<file path="src/rtl/can_bt_pkg.sv">
package can_bt_pkg;

    typedef enum logic [1:0] {
        SEG_SYNC = 2'd0,
        SEG_PROP = 2'd1,
        SEG_PH1  = 2'd2,
        SEG_PH2  = 2'd3
    } seg_e;

endpackage

</file>
<file path="src/rtl/can_bt_edge.sv">
module can_bt_edge (
    input  logic clk,
    input  logic rst_n,
    input  logic tick,
    input  logic rx,
    output logic fall
);
    logic prev_d, prev_q;

    always_comb begin
        prev_d = prev_q;
        if (tick) begin
            prev_d = rx;
        end
    end

    always_ff @(posedge clk) begin
        if (!rst_n) begin
            prev_q <= 1'b1;
        end else begin
            prev_q <= prev_d;
        end
    end

    // recessive (1) at the previous quantum, dominant (0) now
    assign fall = tick & prev_q & ~rx;
endmodule

</file>
<file path="src/rtl/can_bt_step.sv">
module can_bt_step
    import can_bt_pkg::*;
#(
    parameter int POS_W = 6
) (
    input  seg_e             seg_q,
    input  logic [POS_W-1:0] cnt_q,
    input  logic [POS_W-1:0] ext_q,
    input  logic             done_q,
    input  logic [POS_W-1:0] prop_len,
    input  logic [POS_W-1:0] ph1_len,
    input  logic [POS_W-1:0] ph2_len,
    output seg_e             adv_seg,
    output logic [POS_W-1:0] adv_cnt,
    output logic [POS_W-1:0] adv_ext,
    output logic             adv_done
);
    localparam logic [POS_W-1:0] ONE = POS_W'(1);

    logic [POS_W-1:0] ph1_total;

    always_comb begin
        ph1_total = ph1_len + ext_q;
        adv_seg   = seg_q;
        adv_cnt   = cnt_q + ONE;
        adv_ext   = ext_q;
        adv_done  = done_q;
        unique case (seg_q)
            SEG_SYNC: begin
                adv_seg = SEG_PROP;
                adv_cnt = '0;
            end
            SEG_PROP: begin
                if (cnt_q == prop_len - ONE) begin
                    adv_seg = SEG_PH1;
                    adv_cnt = '0;
                end
            end
            SEG_PH1: begin
                if (cnt_q == ph1_total - ONE) begin
                    adv_seg = SEG_PH2;
                    adv_cnt = '0;
                end
            end
            SEG_PH2: begin
                if (cnt_q == ph2_len - ONE) begin
                    adv_seg  = SEG_SYNC;
                    adv_cnt  = '0;
                    adv_ext  = '0;
                    adv_done = 1'b0;
                end
            end
            default: begin
                adv_seg = SEG_SYNC;
                adv_cnt = '0;
            end
        endcase
    end
endmodule

</file>
<file path="src/rtl/can_bt_phase.sv">
module can_bt_phase
    import can_bt_pkg::*;
#(
    parameter int POS_W = 6
) (
    input  seg_e             adv_seg,
    input  logic [POS_W-1:0] adv_cnt,
    input  logic [POS_W-1:0] prop_len,
    input  logic [POS_W-1:0] ph2_len,
    input  logic [POS_W-1:0] sjw_len,
    output logic [POS_W-1:0] grow_amt,
    output logic             shrink_to_sync,
    output logic [POS_W-1:0] shrink_cnt
);
    localparam logic [POS_W-1:0] ONE = POS_W'(1);

    logic [POS_W-1:0] early_err;
    logic [POS_W-1:0] late_left;

    always_comb begin
        // quanta elapsed since the synchronization quantum
        if (adv_seg == SEG_PROP) begin
            early_err = adv_cnt + ONE;
        end else begin
            early_err = prop_len + adv_cnt + ONE;
        end
        grow_amt = (early_err < sjw_len) ? early_err : sjw_len;

        // quanta left in the bit, counting the current one
        late_left      = ph2_len - adv_cnt;
        shrink_to_sync = (late_left <= sjw_len);
        shrink_cnt     = adv_cnt + sjw_len;
    end
endmodule

</file>
<file path="src/rtl/can_bit_timer.sv">
module can_bit_timer
    import can_bt_pkg::*;
#(
    parameter int SEG_W = 3,
    parameter int SJW_W = 2
) (
    input  logic             clk,
    input  logic             rst_n,
    input  logic             tq_tick,
    input  logic             rx,
    input  logic             bus_idle,
    input  logic [SEG_W-1:0] cfg_prop_seg,
    input  logic [SEG_W-1:0] cfg_phase1,
    input  logic [SEG_W-1:0] cfg_phase2,
    input  logic [SJW_W-1:0] cfg_sjw,
    output logic             sample_point,
    output logic             sampled_bit,
    output logic             bit_start
);
    localparam int POS_W = ((SEG_W > SJW_W) ? SEG_W : SJW_W) + 3;
    localparam logic [POS_W-1:0] ONE = POS_W'(1);

    typedef struct packed {
        seg_e             seg;
        logic [POS_W-1:0] cnt;
        logic [POS_W-1:0] ext;
        logic             done;
        logic             sp;
        logic             sb;
        logic             bs;
    } bt_state_t;

    bt_state_t st_d, st_q;

    logic [POS_W-1:0] prop_len, ph1_len, ph2_len, sjw_len;
    seg_e             adv_seg;
    logic [POS_W-1:0] adv_cnt, adv_ext;
    logic             adv_done;
    logic [POS_W-1:0] grow_amt, shrink_cnt;
    logic             shrink_to_sync;
    logic             fall;

    assign prop_len = POS_W'(cfg_prop_seg) + ONE;
    assign ph1_len  = POS_W'(cfg_phase1) + ONE;
    assign ph2_len  = POS_W'(cfg_phase2) + ONE;
    assign sjw_len  = POS_W'(cfg_sjw) + ONE;

    can_bt_edge u_edge (
        .clk   (clk),
        .rst_n (rst_n),
        .tick  (tq_tick),
        .rx    (rx),
        .fall  (fall)
    );

    can_bt_step #(.POS_W(POS_W)) u_step (
        .seg_q    (st_q.seg),
        .cnt_q    (st_q.cnt),
        .ext_q    (st_q.ext),
        .done_q   (st_q.done),
        .prop_len (prop_len),
        .ph1_len  (ph1_len),
        .ph2_len  (ph2_len),
        .adv_seg  (adv_seg),
        .adv_cnt  (adv_cnt),
        .adv_ext  (adv_ext),
        .adv_done (adv_done)
    );

    can_bt_phase #(.POS_W(POS_W)) u_phase (
        .adv_seg        (adv_seg),
        .adv_cnt        (adv_cnt),
        .prop_len       (prop_len),
        .ph2_len        (ph2_len),
        .sjw_len        (sjw_len),
        .grow_amt       (grow_amt),
        .shrink_to_sync (shrink_to_sync),
        .shrink_cnt     (shrink_cnt)
    );

    always_comb begin
        logic hard;
        hard    = 1'b0;
        st_d    = st_q;
        st_d.sp = 1'b0;
        st_d.bs = 1'b0;
        if (tq_tick) begin
            st_d.seg  = adv_seg;
            st_d.cnt  = adv_cnt;
            st_d.ext  = adv_ext;
            st_d.done = adv_done;
            if (fall && bus_idle) begin
                // start of frame: restart the bit here
                hard      = 1'b1;
                st_d.seg  = SEG_SYNC;
                st_d.cnt  = '0;
                st_d.ext  = '0;
                st_d.done = 1'b1;
            end else if (fall && !adv_done) begin
                unique case (adv_seg)
                    SEG_PROP, SEG_PH1: begin
                        st_d.ext  = grow_amt;
                        st_d.done = 1'b1;
                    end
                    SEG_PH2: begin
                        st_d.done = 1'b1;
                        if (shrink_to_sync) begin
                            st_d.seg = SEG_SYNC;
                            st_d.cnt = '0;
                            st_d.ext = '0;
                        end else begin
                            st_d.cnt = shrink_cnt;
                        end
                    end
                    default: begin
                    end
                endcase
            end
            st_d.sp = !hard && (adv_seg == SEG_PH2) && (adv_cnt == '0);
            if (st_d.sp) begin
                st_d.sb = rx;
            end
            st_d.bs = (st_d.seg == SEG_SYNC);
        end
    end

    always_ff @(posedge clk) begin
        if (!rst_n) begin
            st_q.seg  <= SEG_SYNC;
            st_q.cnt  <= '0;
            st_q.ext  <= '0;
            st_q.done <= 1'b0;
            st_q.sp   <= 1'b0;
            st_q.sb   <= 1'b1;
            st_q.bs   <= 1'b0;
        end else begin
            st_q <= st_d;
        end
    end

    assign sample_point = st_q.sp;
    assign sampled_bit  = st_q.sb;
    assign bit_start    = st_q.bs;
endmodule

</file>
<file path="config.mk">
export PLATFORM = sky130hd
export DESIGN_NAME = can_bit_timer
export DESIGN_NICKNAME = d
export VERILOG_FILES = /design/src/rtl/can_bt_pkg.sv /design/src/rtl/can_bt_edge.sv /design/src/rtl/can_bt_step.sv /design/src/rtl/can_bt_phase.sv /design/src/rtl/can_bit_timer.sv
export SDC_FILE = /design/constraint.sdc
export NUM_CORES = 1
export LEC_CHECK = 0
export BUFFER_PORTS_ARGS = -buffer_cell sky130_fd_sc_hd__buf_2
export CORE_MARGIN = 2
export CORE_UTILIZATION = 35
export CTS_CLUSTER_DIAMETER = 150
export DETAILED_ROUTE_END_ITERATION = 10
export SETUP_SLACK_MARGIN = 0.4
export SLEW_MARGIN = 20
export SYNTH_ARGS = -nofsm -noshare
export SYNTH_HDL_FRONTEND = slang
export SYNTH_SLANG_ARGS = --single-unit
</file>
<file path="constraint.sdc">
create_clock -name clk -period 7 [get_ports clk]
set_clock_uncertainty 0.15 [all_clocks]
set_input_delay 1.05 -clock clk [delete_from_list [all_inputs] [get_ports clk]]
set_output_delay 1.05 -clock clk [all_outputs]
set_load 0.005 [all_outputs]
</file>
==> results of run 1 <==
[area by class of cell]
cell class / instances / area, um^2 / area share
sequential: 19 / 380 / 0.152
tap: 77 / 96.3 / 0.0384
multi-input combinational: 244 / 1790 / 0.712
clock buffer: 3 / 41.3 / 0.0165
timing repair buffer: 18 / 90.1 / 0.0359
clock inverter: 1 / 5.00 / 0.00200
inverter: 29 / 109 / 0.0434
[flip-flops by register name, indices dropped and copies added (netlist names)]
register / count
bit_start: 1
sample_point: 1
sampled_bit: 1
st_q: 15
u_edge.prev_q: 1
[critical path: cells and delay by family]
| family | cells | cell delay (ns) |
|---|---|---|
| compound gates | 10 | 2.03 |
| xor+xnor | 2 | 0.37 |
| fa+ha+maj | 4 | 1.30 |
| buf+inv | 2 | 0.23 |
| simple gates | 4 | 0.79 |
[synthesized netlist by cell type (all sizes together), types with 5 or more instances]
cell    instances
nor3            5
nand2          34
mux2i           6
buf             5
nand2b          7
a211oi          6
inv            29
nor2b           5
and3            6
a21o            8
nand3          13
ha             27
a21oi          16
xnor2          18
xor2           10
nor2           16
dfxtp          19
clkbuf          5
o21ai          15
[layout by cell type (no fill, tap or decap), drive strengths merged, types with 4 or more instances in the layout]
cell	instances
and3	6
and2	4
o21ai	15
nand2b	7
nor2b	5
nor3	5
xnor2	18
xor2	10
mux2i	6
inv	29
o211ai	4
fa	4
a211oi	6
nand3	13
a21o	8
nand2	34
a21oi	16
buf	18
dfxtp	19
nor2	16
ha	27
[through the flow]
step                      cell area (um^2)  hold WS [ns]  worst slack (ns)
final                                 2510         0.321              1.23
after global routing                  2510         0.351             0.830
after CTS                             2510         0.329              1.24
after detailed placement              2460         0.308             0.980
after global placement                2460         0.298             0.957
after floorplan                       2320         0.282              1.72
[cells by family after synthesis]
logic type               after synthesis  share of synthesized area
multiplexers                           7                     0.0307
flip-flops                            19                      0.164
AND/OR/NAND/NOR                      104                      0.223
AO/OA/AOI/OAI                         74                      0.230
buffers and inverters                 39                     0.0668
adder cells (fa/ha/maj)               31                      0.180
XOR/XNOR                              28                      0.106
[power breakdown]
| part | internal, mW | total, mW | switching [mW] |
|---|---|---|---|
| clock | 0.0395 | 0.0755 | 0.0360 |
| combinational | 0.0440 | 0.0996 | 0.0555 |
| sequential | 0.110 | 0.113 | 0.00281 |
| total | 0.194 | 0.288 | 0.0943 |
[metal layers]
| metal | global-route usage | up-vias |
|---|---|---|
| met5 | 0 | - |
| met4 | 0.0361 | 0 |
| met3 | 0.0214 | 6 |
| met2 | 0.267 | 47 |
| met1 | 0.250 | 967 |
| li1 | - | 1092 |
[path summary, 6_finish.rpt]
kind                            start                        to
max                     cfg_phase1[2]      st_q[8]$_SDFFE_PN0P_
min          sampled_bit$_SDFFE_PN1P_  sampled_bit$_SDFFE_PN1P_
max reg2reg      st_q[4]$_SDFFE_PN0P_      st_q[8]$_SDFFE_PN0P_
min reg2reg  sampled_bit$_SDFFE_PN1P_  sampled_bit$_SDFFE_PN1P_
==> impl_metrics.json, run 1 <==
{
  "hold_violations": 0,
  "worstMarginPinSlew_ns": 0.711,
  "finalCritPeriodShare": 0.824,
  "cpMaxStageDelayCell": "fa_1",
  "ioPinCount": 19,
  "grt_pass1_wl_um": 10100,
  "drive_gt1_frac": 0.102,
  "placementRows": 29,
  "cts_inserted_buffers": 3,
  "numPortBuffers": 18,
  "cp-start-kind": "primary input",
  "r2r_slack_ns": 1.76,
  "cap_viol_max_count": 0,
  "worstPathArrival_ns": 5.77,
  "p_leak_nw": 1.16,
  "cts_num_sinks": 19,
  "drt_wl_total_um": 5800,
  "avgSynthCellArea_um2": 7.69,
  "drc": 0,
  "crit_fanout": 7,
  "grt_usage": 0.170,
  "slew_headroom": 0.526,
  "nNetsFinal": 362,
  "initial_utilization": 0.363,
  "num_vias": 2112,
  "yosys_warnings": 0,
  "fillers": 678,
  "end_kind": "flip-flop",
  "totalPowerFinal_mw": 0.288,
  "drt_pass1_iterations": 4,
  "drtIter0Drc": 111,
  "dp_hpwl_um": 4800,
  "ys_seq_area_frac": 0.164,
  "clock_path_buffers": 2,
  "synthTopCellsByArea": "dfxtp_1, ha_1, xnor2_1",
  "cts.repair.resized": 0,
  "gp_congestion": 0.917,
  "crit_path_cell_trace": "buf_2, ha_1, a21oi_1, and4_1, a311oi_1, a211oi_2, a21o_1, nand2_1, nand2_1, inv_1, ha_1, fa_1, xnor2_1, xnor2_1, ha_1, a21oi_1, a31oi_1, a211oi_1, o22a_1, o21ai_2, a31o_4, and2_1",
  "ys_async_sr_fraction": 0,
  "antennaDiodeCount": 0,
  "irDropWorstVdd_mv": 0.132,
  "status": "completed",
  "area_growth_pct": 8.03,
  "synth_edf_count": 0,
  "ys_ff_latch": 19,
  "min_path_type": "flip-flop to flip-flop",
  "synth_area_mm2": 0.00232,
  "rsz0062_at_grt": "false",
  "holdBufCountCts": 0,
  "clk_latency_ns": 0.25,
  "avgRoutedWirePerCell_um": 14.8,
  "routed.top_layer": "met4",
  "grt_pass1_vias": 2096,
  "period_needed_ns": 5.77,
  "met1_length_um": 2900,
  "ys.flop_type": "dfxtp_1",
  "synth_nets": 349,
  "fp.dieH_um": 85.4,
  "dr_wl_met3_um": 248,
  "cts_tree": "built",
  "slew_violations": 0,
  "reg2reg_depth": 23,
  "power.density_mw_per_mm2": 115,
  "clk_pin_slew_ns": 0.07,
  "finalCoreUtilization": 0.393,
  "cpMostUsedCell": "ha_1",
  "grt_max_degree": 17,
  "fmax_mhz": 173,
  "holdPathStages": 2,
  "dp.cells": 387,
  "worstSetupPathType": "primary input to flip-flop",
  "tns_ns": 0,
  "slowest_delay_ns": 0.42,
  "synth.top_cell.area_share": 0.164,
  "drtAntennaViolNets": 0,
  "grt_remaining_overflow": 0,
  "cts_root_buffer": "clkbuf_8",
  "coreArea_mm2": 0.00639,
  "viasPerCell": 5.40,
  "post_cts_buffers": 0,
  "antenna_found_initial": 0,
  "h-tree-depth": 1,
  "yosys.cell_types.count": 51,
  "final-instance-count-excl-fill": 391,
  "die_w_um": 85.4,
  "wl_met2_um": 2570,
  "synth_cells": 302,
  "yosysTopAreaCell": "dfxtp_1",
  "cp.required_ns": 7.00,
  "setup_viol": 0,
  "dieArea_mm2": 0.00730
}
Note: power is estimated with default switching activity, not from simulation.
==> run 2, diff against run 1 <==
Clock period 7 ns to 5.5 ns, I/O delays scaled along.
==> run 2 against run 1 <==
Combinational power up 65%. Highest routed layer unchanged. Critical path depth increased by 1. Critical path type unchanged. Total power grew 42%. Register-to-register slack worse by 0.97 ns. Non-clock buffer count increased by 17. Sequential cell count did not move. Largest cell class unchanged. Utilization grew 5.7 points.
==> impl_metrics.json, run 2 (synthesis results as in run 1) <==
{
  "worstSetupPathType": "primary input to flip-flop",
  "worstPathArrival_ns": 4.90,
  "die_w_um": 85.4,
  "ioPinCount": 19,
  "hold_violations": 0,
  "power.density_mw_per_mm2": 142,
  "fmax_mhz": 204,
  "crit_path_cell_trace": "buf_6, ha_4, inv_2, fa_2, xnor2_2, xnor2_1, nand3_1, a211oi_2, a21o_1, nand2_2, nand2_2, buf_6, ha_4, inv_2, fa_2, mux2_4, ha_4, a21o_1, a21oi_2, o211ai_1, a211o_1, mux2i_2, o2bb2ai_1",
  "fillers": 643,
  "antenna_found_initial": 0,
  "irDropWorstVdd_mv": 0.107,
  "grt_pass1_wl_um": 9800,
  "slew_headroom": 0.549,
  "num_vias": 2172,
  "drc": 0,
  "dieArea_mm2": 0.00730,
  "avgRoutedWirePerCell_um": 15.2,
  "clock_path_buffers": 2,
  "top_register": "st_q",
  "grt_remaining_overflow": 0,
  "cts_inserted_buffers": 3,
  "rsz0062_at_grt": "false",
  "cap_viol_max_count": 0,
  "drtAntennaViolNets": 0,
  "placementRows": 29,
  "drt_wl_total_um": 6200,
  "mostFrequentLayoutCells": "nand2_1, inv_1, dfxtp_1",
  "end_kind": "flip-flop",
  "drtIter0Drc": 87,
  "period_needed_ns": 4.91,
  "hold_slack_ns": 0.323,
  "initial_utilization": 0.363,
  "area_growth_pct": 23.8,
  "setup_viol": 0,
  "h-tree-depth": 1,
  "slew_violations": 0,
  "gp_congestion": 0.860,
  "clk_latency_ns": 0.26,
  "layout_commonest_cell": "nand2_1",
  "worstMarginPinSlew_ns": 0.676,
  "min_path_type": "flip-flop to flip-flop",
  "grt_pass1_vias": 2027,
  "numPortBuffers": 18,
  "cp-start-kind": "primary input",
  "grt_max_degree": 17,
  "coreArea_mm2": 0.00639,
  "cpMostUsedCell": "ha_4",
  "multi_input_comb_area_mm2": 0.00201,
  "crit_fanout": 4,
  "clk_pin_slew_ns": 0.08,
  "totalPowerFinal_mw": 0.408,
  "nNetsFinal": 379,
  "cts_num_sinks": 19,
  "finalCoreUtilization": 0.450,
  "largest_register_ffs": 15,
  "cts_root_buffer": "clkbuf_8",
  "viasPerCell": 5.32,
  "antennaDiodeCount": 0,
  "slowest_delay_ns": 0.48,
  "dp_hpwl_um": 4880,
  "cp.required_ns": 5.49,
  "finalCritPeriodShare": 0.892,
  "grt_usage": 0.168,
  "seqCellArea_um2": 380,
  "cts_tree": "built",
  "cpMaxStageDelayCell": "fa_2",
  "drt_pass1_iterations": 5,
  "status": "completed",
  "p_leak_nw": 1.26,
  "fp.dieH_um": 85.4,
  "drive_gt1_frac": 0.245
}
run 2: changes by cell type in the layout (fill, tap and decap cells not counted), sizes merged:
cell  delta
buf     +17
run 2: per-layer routing:
layer	up-vias	part of all wire	wire length (um)	GRT usage
met5	-	0	0	0
met1	1004	0.49	3040	0.240
met2	42	0.46	2870	0.273
li1	1121	-	-	-
met4	0	0.0084	52	0.0404
met3	5	0.038	236	0.0156
run 2: timing repair:
| item | CTS | global route |
|---|---|---|
| gates resized for setup | 10 | 41 |
| pin swaps | 6 | 27 |
| hold buffers | 0 | 0 |
| buffers inserted | 0 | 3 |
| endpoints found under the setup margin | 3 | 14 |
run 2: where the power goes:
part / switching [mW] / internal (mW) / total (mW)
sequential: 0.00373 / 0.140 / 0.144
combinational: 0.0846 / 0.0795 / 0.164
clock: 0.0498 / 0.0504 / 0.100
total: 0.138 / 0.270 / 0.408
run 2: cell type report:
type | instances | area share
multi-input cells | 244 | 0.701
flip-flops and latches | 19 | 0.132
repair buffers | 35 | 0.0792
inverters | 29 | 0.0379
well taps | 77 | 0.0335
clock buffers | 3 | 0.0144
clock inverters | 1 | 0.00174
run 2: worst paths after layout:
path,cells after the start,endpoint,start,slack (ns)
max,23,st_q[6]$_SDFFE_PN0P_,cfg_phase1[0],0.59
max reg2reg,22,st_q[6]$_SDFFE_PN0P_,st_q[4]$_SDFFE_PN0P_,0.79
min reg2reg,2,u_edge.prev_q$_SDFFE_PN1P_,u_edge.prev_q$_SDFFE_PN1P_,0.32
min,2,u_edge.prev_q$_SDFFE_PN1P_,u_edge.prev_q$_SDFFE_PN1P_,0.32
run 2: worst max-delay path, delay by kind of cell:
family / cells / cell delay (ns)
XOR/XNOR: 2 / 0.30
multiplexers: 2 / 0.57
AND/OR/NAND/NOR: 3 / 0.30
buffers and inverters: 4 / 0.27
adder cells (fa/ha/maj): 5 / 1.35
AO/OA/AOI/OAI: 7 / 1.32
run 2: per-stage QoR:
step                      setup WS (ns)  TNS [ns]  area (um^2)  std cells
after floorplan                   0.448         0         2320        302
after global placement          -0.0362   -0.0362         2570        401
after detailed placement        -0.0726    -0.102         2570        401
after CTS                         0.434         0         2650        405
after global routing              0.385         0         2870        408
final                             0.593         0         2870        408
